--- src/rtl/pwo_pkg.sv ---
package pwo_pkg;
    typedef enum logic [1:0] {
        ST_IDLE  = 2'd0,
        ST_FETCH = 2'd1,
        ST_WAIT  = 2'd2
    } pwo_state_e;
endpackage

--- src/rtl/pwo_parity.sv ---
module pwo_parity #(
    parameter int PARCEL_W = 16,
    parameter int NIB_W    = 4,
    localparam int NPAR    = PARCEL_W / NIB_W
) (
    input  logic [PARCEL_W-1:0] data,
    output logic [NPAR-1:0]     par
);
    // Each bit makes its nibble plus itself carry an odd number of ones.
    for (genvar k = 0; k < NPAR; k++) begin : g_nib
        assign par[k] = ~^data[k*NIB_W +: NIB_W];
    end
endmodule

--- src/rtl/pwo_addr.sv ---
module pwo_addr #(
    parameter int ADDR_W = 16
) (
    input  logic              clk,
    input  logic              rst_n,
    input  logic              load,
    input  logic              advance,
    input  logic [ADDR_W-1:0] start_addr,
    input  logic [ADDR_W-1:0] limit_addr,
    output logic [ADDR_W-1:0] cur,
    output logic              next_hits_limit,
    output logic              empty_range
);
    typedef struct packed {
        logic [ADDR_W-1:0] cur;
        logic [ADDR_W-1:0] lim;
    } addr_regs_t;

    addr_regs_t r_q, r_d;

    always_comb begin
        r_d = r_q;
        if (load) begin
            r_d.cur = start_addr;
            r_d.lim = limit_addr;
        end else if (advance) begin
            r_d.cur = r_q.cur + 1'b1;
        end
    end

    always_ff @(posedge clk or negedge rst_n) begin
        if (!rst_n) r_q <= '0;
        else        r_q <= r_d;
    end

    assign cur             = r_q.cur;
    assign next_hits_limit = (ADDR_W'(r_q.cur + 1'b1) == r_q.lim);
    assign empty_range     = (start_addr == limit_addr);

    AST_ADDR_ADVANCE: assert property (@(posedge clk) disable iff (!rst_n)
        advance |=> (r_q.cur == ADDR_W'($past(r_q.cur) + 1'b1)));
    AST_ADDR_LOAD: assert property (@(posedge clk) disable iff (!rst_n)
        load |=> (r_q.cur == $past(start_addr)));
endmodule

--- src/rtl/pwo_seq.sv ---
module pwo_seq
    import pwo_pkg::*;
#(
    parameter int WORD_W   = 64,
    parameter int PARCEL_W = 16,
    localparam int NPARCEL = WORD_W / PARCEL_W,
    localparam int IDX_W   = (NPARCEL > 1) ? $clog2(NPARCEL) : 1
) (
    input  logic                clk,
    input  logic                rst_n,
    input  logic                clr,
    input  logic                start,
    input  logic                empty_range,
    input  logic                next_hits_limit,
    input  logic                mem_valid,
    input  logic [WORD_W-1:0]   mem_data,
    input  logic                resume,
    output logic                load,
    output logic                advance,
    output logic                mem_req,
    output logic [PARCEL_W-1:0] data,
    output logic                ready,
    output logic                disc,
    output logic                irq,
    output logic                active
);
    typedef struct packed {
        pwo_state_e          st;
        logic [IDX_W-1:0]    idx;
        logic [WORD_W-1:0]   word;
        logic [PARCEL_W-1:0] data;
        logic                ready;
        logic                disc;
        logic                last;
        logic                irq;
    } seq_regs_t;

    seq_regs_t s_q, s_d;

    function automatic logic [PARCEL_W-1:0] pick(input logic [WORD_W-1:0] w,
                                                 input logic [IDX_W-1:0]  i);
        logic [WORD_W-1:0] sh;
        sh = w >> (PARCEL_W * (NPARCEL - 1 - int'(i)));
        return sh[PARCEL_W-1:0];
    endfunction

    always_comb begin
        s_d       = s_q;
        s_d.ready = 1'b0;
        load      = 1'b0;
        advance   = 1'b0;
        unique case (s_q.st)
            ST_IDLE: begin
                if (start) begin
                    load      = 1'b1;
                    s_d.irq   = empty_range;
                    s_d.st    = empty_range ? ST_IDLE : ST_FETCH;
                end
            end
            ST_FETCH: begin
                if (mem_valid) begin
                    advance   = 1'b1;
                    s_d.word  = mem_data;
                    s_d.idx   = '0;
                    s_d.data  = pick(mem_data, '0);
                    s_d.ready = 1'b1;
                    s_d.disc  = next_hits_limit;
                    s_d.last  = next_hits_limit;
                    s_d.st    = ST_WAIT;
                end
            end
            ST_WAIT: begin
                // A Resume counts only after the Ready pulse has ended.
                if (resume && !s_q.ready) begin
                    if (s_q.idx == IDX_W'(NPARCEL - 1)) begin
                        if (s_q.last) begin
                            s_d.irq = 1'b1;
                            s_d.st  = ST_IDLE;
                        end else begin
                            s_d.st  = ST_FETCH;
                        end
                    end else begin
                        s_d.idx   = IDX_W'(s_q.idx + 1'b1);
                        s_d.data  = pick(s_q.word, IDX_W'(s_q.idx + 1'b1));
                        s_d.ready = 1'b1;
                        s_d.disc  = 1'b0;
                    end
                end
            end
            default: s_d.st = ST_IDLE;
        endcase
        // A master clear has priority over start, fetch and completion.
        if (clr) begin
            s_d.st    = ST_IDLE;
            s_d.idx   = '0;
            s_d.ready = 1'b0;
            s_d.disc  = 1'b0;
            s_d.irq   = 1'b0;
            load      = 1'b0;
            advance   = 1'b0;
        end
    end

    always_ff @(posedge clk or negedge rst_n) begin
        if (!rst_n) s_q <= '{st: ST_IDLE, default: '0};
        else        s_q <= s_d;
    end

    assign mem_req = (s_q.st == ST_FETCH);
    assign data    = s_q.data;
    assign ready   = s_q.ready;
    assign disc    = s_q.disc;
    assign irq     = s_q.irq;
    assign active  = (s_q.st != ST_IDLE);

    AST_READY_PULSE: assert property (@(posedge clk) disable iff (!rst_n)
        ready |=> !ready);
    AST_DATA_HOLD: assert property (@(posedge clk) disable iff (!rst_n)
        !ready |-> $stable(data));
    AST_FETCH_HOLDS: assert property (@(posedge clk) disable iff (!rst_n)
        (mem_req && !mem_valid && !clr) |=> mem_req);
    AST_IRQ_IDLE: assert property (@(posedge clk) disable iff (!rst_n)
        $rose(irq) |-> !active);
    AST_CLEAR_IDLES: assert property (@(posedge clk) disable iff (!rst_n)
        clr |=> (!active && !irq && !ready));
endmodule

--- src/rtl/pwo_channel.sv ---
module pwo_channel #(
    parameter int ADDR_W   = 16,
    parameter int WORD_W   = 64,
    parameter int PARCEL_W = 16,
    parameter int NIB_W    = 4,
    localparam int NPAR    = PARCEL_W / NIB_W
) (
    input  logic                clk,
    input  logic                rst_n,
    input  logic                start,
    input  logic [ADDR_W-1:0]   start_addr,
    input  logic [ADDR_W-1:0]   limit_addr,
    input  logic                prog_clear,
    input  logic                io_clear,
    output logic                mem_req,
    output logic [ADDR_W-1:0]   mem_addr,
    input  logic                mem_valid,
    input  logic [WORD_W-1:0]   mem_data,
    output logic [PARCEL_W-1:0] dev_data,
    output logic [NPAR-1:0]     dev_parity,
    output logic                dev_ready,
    output logic                dev_disconnect,
    input  logic                dev_resume,
    output logic                dev_clear,
    output logic                irq,
    output logic                active
);
    logic clr, load, advance, next_hits_limit, empty_range;

    assign clr       = prog_clear | io_clear;
    assign dev_clear = clr;

    pwo_addr #(.ADDR_W(ADDR_W)) u_addr (
        .clk             (clk),
        .rst_n           (rst_n),
        .load            (load),
        .advance         (advance),
        .start_addr      (start_addr),
        .limit_addr      (limit_addr),
        .cur             (mem_addr),
        .next_hits_limit (next_hits_limit),
        .empty_range     (empty_range)
    );

    pwo_seq #(.WORD_W(WORD_W), .PARCEL_W(PARCEL_W)) u_seq (
        .clk             (clk),
        .rst_n           (rst_n),
        .clr             (clr),
        .start           (start),
        .empty_range     (empty_range),
        .next_hits_limit (next_hits_limit),
        .mem_valid       (mem_valid),
        .mem_data        (mem_data),
        .resume          (dev_resume),
        .load            (load),
        .advance         (advance),
        .mem_req         (mem_req),
        .data            (dev_data),
        .ready           (dev_ready),
        .disc            (dev_disconnect),
        .irq             (irq),
        .active          (active)
    );

    pwo_parity #(.PARCEL_W(PARCEL_W), .NIB_W(NIB_W)) u_par (
        .data (dev_data),
        .par  (dev_parity)
    );

    for (genvar k = 0; k < NPAR; k++) begin : g_par_chk
        AST_PARITY_ODD: assert property (@(posedge clk) disable iff (!rst_n)
            ^{dev_data[k*NIB_W +: NIB_W], dev_parity[k]});
    end

    AST_DISC_WITH_READY: assert property (@(posedge clk) disable iff (!rst_n)
        $rose(dev_disconnect) |-> dev_ready);
endmodule

--- config.mk ---
export PLATFORM = sky130hd
export DESIGN_NAME = pwo_channel
export DESIGN_NICKNAME = d
export VERILOG_FILES = /design/src/rtl/pwo_pkg.sv /design/src/rtl/pwo_parity.sv /design/src/rtl/pwo_addr.sv /design/src/rtl/pwo_seq.sv /design/src/rtl/pwo_channel.sv
export SDC_FILE = /design/constraint.sdc
export NUM_CORES = 1
export LEC_CHECK = 0
export ABC_AREA = 1
export BUFFER_PORTS_ARGS = -buffer_cell sky130_fd_sc_hd__buf_2
export CELL_PAD_IN_SITES_DETAIL_PLACEMENT = 0
export CELL_PAD_IN_SITES_GLOBAL_PLACEMENT = 1
export CORE_AREA = 8 8 200 126
export CTS_CLUSTER_SIZE = 20
export DETAILED_ROUTE_END_ITERATION = 8
export DIE_AREA = 0 0 208 134
export GPL_ROUTABILITY_DRIVEN = 1
export PLACE_DENSITY_LB_ADDON = 0.08
export SLEW_MARGIN = 20
export SYNTH_ARGS = -nofsm -noshare
export SYNTH_HDL_FRONTEND = slang
export SYNTH_HIERARCHICAL = 1
export SYNTH_SLANG_ARGS = --single-unit
--- constraint.sdc ---
create_clock -name clk -period 2.1 [get_ports clk]
set_clock_uncertainty 0.15 [all_clocks]
set_input_delay 0.21 -clock clk [delete_from_list [all_inputs] [get_ports clk]]
set_output_delay 0.21 -clock clk [all_outputs]
set_load 0.01 [all_outputs]
==> flow_summary.json <==
{
  "initial_core_util": 0.3210,
  "via_count": 6896,
  "drive_gt1_frac": 0.2162,
  "drt_wl_total_um": 23260,
  "postSynthAreaPerCell_um2": 7.170,
  "layout_setup_ws_ps": -68.47,
  "cp_top_family": "simple AND/OR/NAND/NOR gates",
  "diodes": 0,
  "drv_cap": 0,
  "grt_setup_unrepaired": "true",
  "tightest_slew_ps": 431.5,
  "ios": 145,
  "htree_levels": 4,
  "place.gp.congestion": 0.7756,
  "cpMaxStageDelayCell": "dfrtp_1",
  "cp_num_buf_inv": 1,
  "pre_cts_slack_ps": -169.7,
  "topRoutingLayerUsed": "met4",
  "fmax_ghz": 0.4612,
  "final_antenna_net_count": 0,
  "post-dp-hpwl_um": 17430,
  "grt_start_max_net_pins": 72,
  "finalSetupViolations": 1,
  "drt-met1-wl_um": 12970,
  "syn_area_um2": 7184,
  "grt_pass1_vias": 6893,
  "drc": 0,
  "path_cells": "buf_6, nand2_2, nor2_4, nand2_4, nor2_4, nand3_1, nand3_1, nand2_2, nor2_2, nand2_1, nor2_2, nand4_1, o21ai_1",
  "ys_async_sr_fraction": 1.000,
  "min_period_ps": 2168,
  "seq_area_frac_synth": 0.4180,
  "netlist-cell-type-count": 34,
  "yosysTopAreaCellShare": 0.4180,
  "grt_usage": 0.1693,
  "slew_headroom": 0.7123,
  "grt.overflow.total": 0,
  "num_rows": 43,
  "status": "finished, violations left",
  "fin_crit_sh": 1.033,
  "netlist_top_cells_count": "nand2_1, inv_1, dfrtp_1",
  "cts_tree": "yes",
  "crit_required_ps": 2290,
  "final-max-slew-violation-count": 0,
  "firstDrtPassIters": 4,
  "final_area_um2": 9788,
  "synth_most_common_cell": "nand2_1",
  "netlist_instances": 1002,
  "drtIter0Drc": 395,
  "placement.io_buffers": 144,
  "critPathLaunchType": "register",
  "fill_cells": 2308,
  "cpPeakStageDelay_ps": 410,
  "path_clk_slew_ps": 60,
  "arrival_ps": 2360,
  "die_w_um": 208,
  "yosys.area.top_type": "dfrtp_1",
  "ys_warn_count": 6,
  "synthFlopType": "dfrtp_1",
  "p_leak_uw": 0.005020,
  "area_growth_syn_to_layout_pct": 36.24,
  "synth_seq_cells": 120,
  "fin_worst_hold_slack_ps": 24.37,
  "fp.dieH_um": 134,
  "synth_edf_count": 0,
  "cts_root_buf": "clkbuf_16",
  "critical_path_class": "register to register",
  "power_uw": 8856,
  "critPathCaptureType": "register",
  "grt_pass1_wl_um": 37620,
  "core-area_um2": 22380,
  "nets": 1344,
  "violations": "negative setup slack",
  "synth_nets": 1112,
  "clock-sinks": 120,
  "hold_viol": 0,
  "viasPerCell": 4.490,
  "die_area_um2": 27870,
  "cp_max_fo": 7,
  "route.met3.wl_um": 1089,
  "powerDensity_nw_per_um2": 904.8,
  "hp-class": "input port to register",
  "insertion_delay_ps": 410,
  "wl_met2_um": 9061,
  "post_dp_cell_area_um2": 8272,
  "wl_per_cell_um": 15.14,
  "clk_path_buf_depth": 2,
  "ys_top_cells_by_area": "dfrtp_1, nand2_1, inv_1",
  "antenna_found_initial": 1,
  "cts_made_buffers": 17,
  "max-vdd-ir-drop_mv": 0.5545
}
layout make-up:
cell class | count | area, µm² | share of cell area
Clock buffer | 26 | 509.2 | 0.05203
Clock inverter | 3 | 40.04 | 0.004091
Inverter | 156 | 594.3 | 0.06072
Multi-Input combinational cell | 660 | 3212 | 0.3281
Sequential cell | 120 | 3004 | 0.3069
Tap cell | 292 | 365.4 | 0.03733
Timing Repair Buffer | 279 | 2063 | 0.2108
stage by stage:
stage          utilization  TNS, ps  instances
3_5_place_dp        0.3696   -240.2       1420
3_3_place_gp        0.3696   -141.3       1420
6_report            0.4373   -68.47       1536
2_1_floorplan            -        0       1002
4_1_cts             0.4334   -55.08       1535
5_1_grt             0.4373   -327.0       1536
routing by layer:
layer | track usage | up-vias
met5 | 0 | -
met4 | 0.03064 | 0
met3 | 0.04264 | 11
met2 | 0.2296 | 137
met1 | 0.2629 | 3202
li1 | - | 3546
flip-flops by register name (all words and copies together) (netlist names):
register and cells:
u_seq/s_q 69, u_addr/cur 16, u_addr/r_q 16, u_seq/data 16, u_seq/disc 1, u_seq/irq 1, u_seq/ready 1
power breakdown:
part / switching, µW / internal (µW)
Sequential: 379 / 2930
Clock: 1020 / 1760
Combinational: 1570 / 1200
Total: 2960 / 5890
what timing repair did:
item,CTS,global route
gates resized for setup,7,18
setup endpoints to repair,2,18
pin swaps,5,8
hold buffers,84,0
hold endpoints to repair,203,0
setup buffers,2,4
cells by family (layout without fill, tap and decap cells):
kind of cell / Yosys count / in the layout / synth area share
simple gates: 491 / 491 / 0.2844
flops: 120 / 120 / 0.4180
compound gates: 143 / 143 / 0.1142
fa+ha+maj: 7 / 7 / 0.01219
mux: 3 / 3 / 0.004702
xor+xnor: 16 / 16 / 0.02142
buf+inv: 222 / 464 / 0.1451
final timing paths:
kind                                           startpoint                        end  slack, ps  cells past startpoint
worst max-delay path            u_addr/cur[1]$_DFFE_PN0P_     u_seq/disc$_DFFE_PN0P_        -70                     13
worst min-delay path                         mem_data[58]  u_seq/s_q[78]$_DFFE_PN0N_         20                      4
worst max register to register  u_addr/cur[1]$_DFFE_PN0P_     u_seq/disc$_DFFE_PN0P_        -70                     13
worst min register to register      u_seq/irq$_DFFE_PN0P_      u_seq/irq$_DFFE_PN0P_        350                      2
max in group asynchronous                           rst_n  u_seq/s_q[34]$_DFFE_PN0N_       1220                      3
min in group asynchronous                           rst_n  u_addr/r_q[3]$_DFFE_PN0P_        180                      3
cell usage in the layout (no fill, tap or decap), types with 8 or more instances in the layout:
cell type and count:
nand2_1 330, inv_1 147, buf_2 140, dfrtp_1 119, dlygate4sd3_1 82, nand3_1 73
o21ai_0 69, nor2_1 50, buf_4 46, a21oi_1 33, clkbuf_16 17, o21bai_1 16
xnor2_1 9, nor2_2 9, o211ai_1 9, buf_12 8
tightest hold or removal path, stage by stage:
cell	delay, ps
buf_2	100
inv_1	40
nor2_1	50
o21bai_1	140
Note: power is estimated with default switching activity, not from simulation.
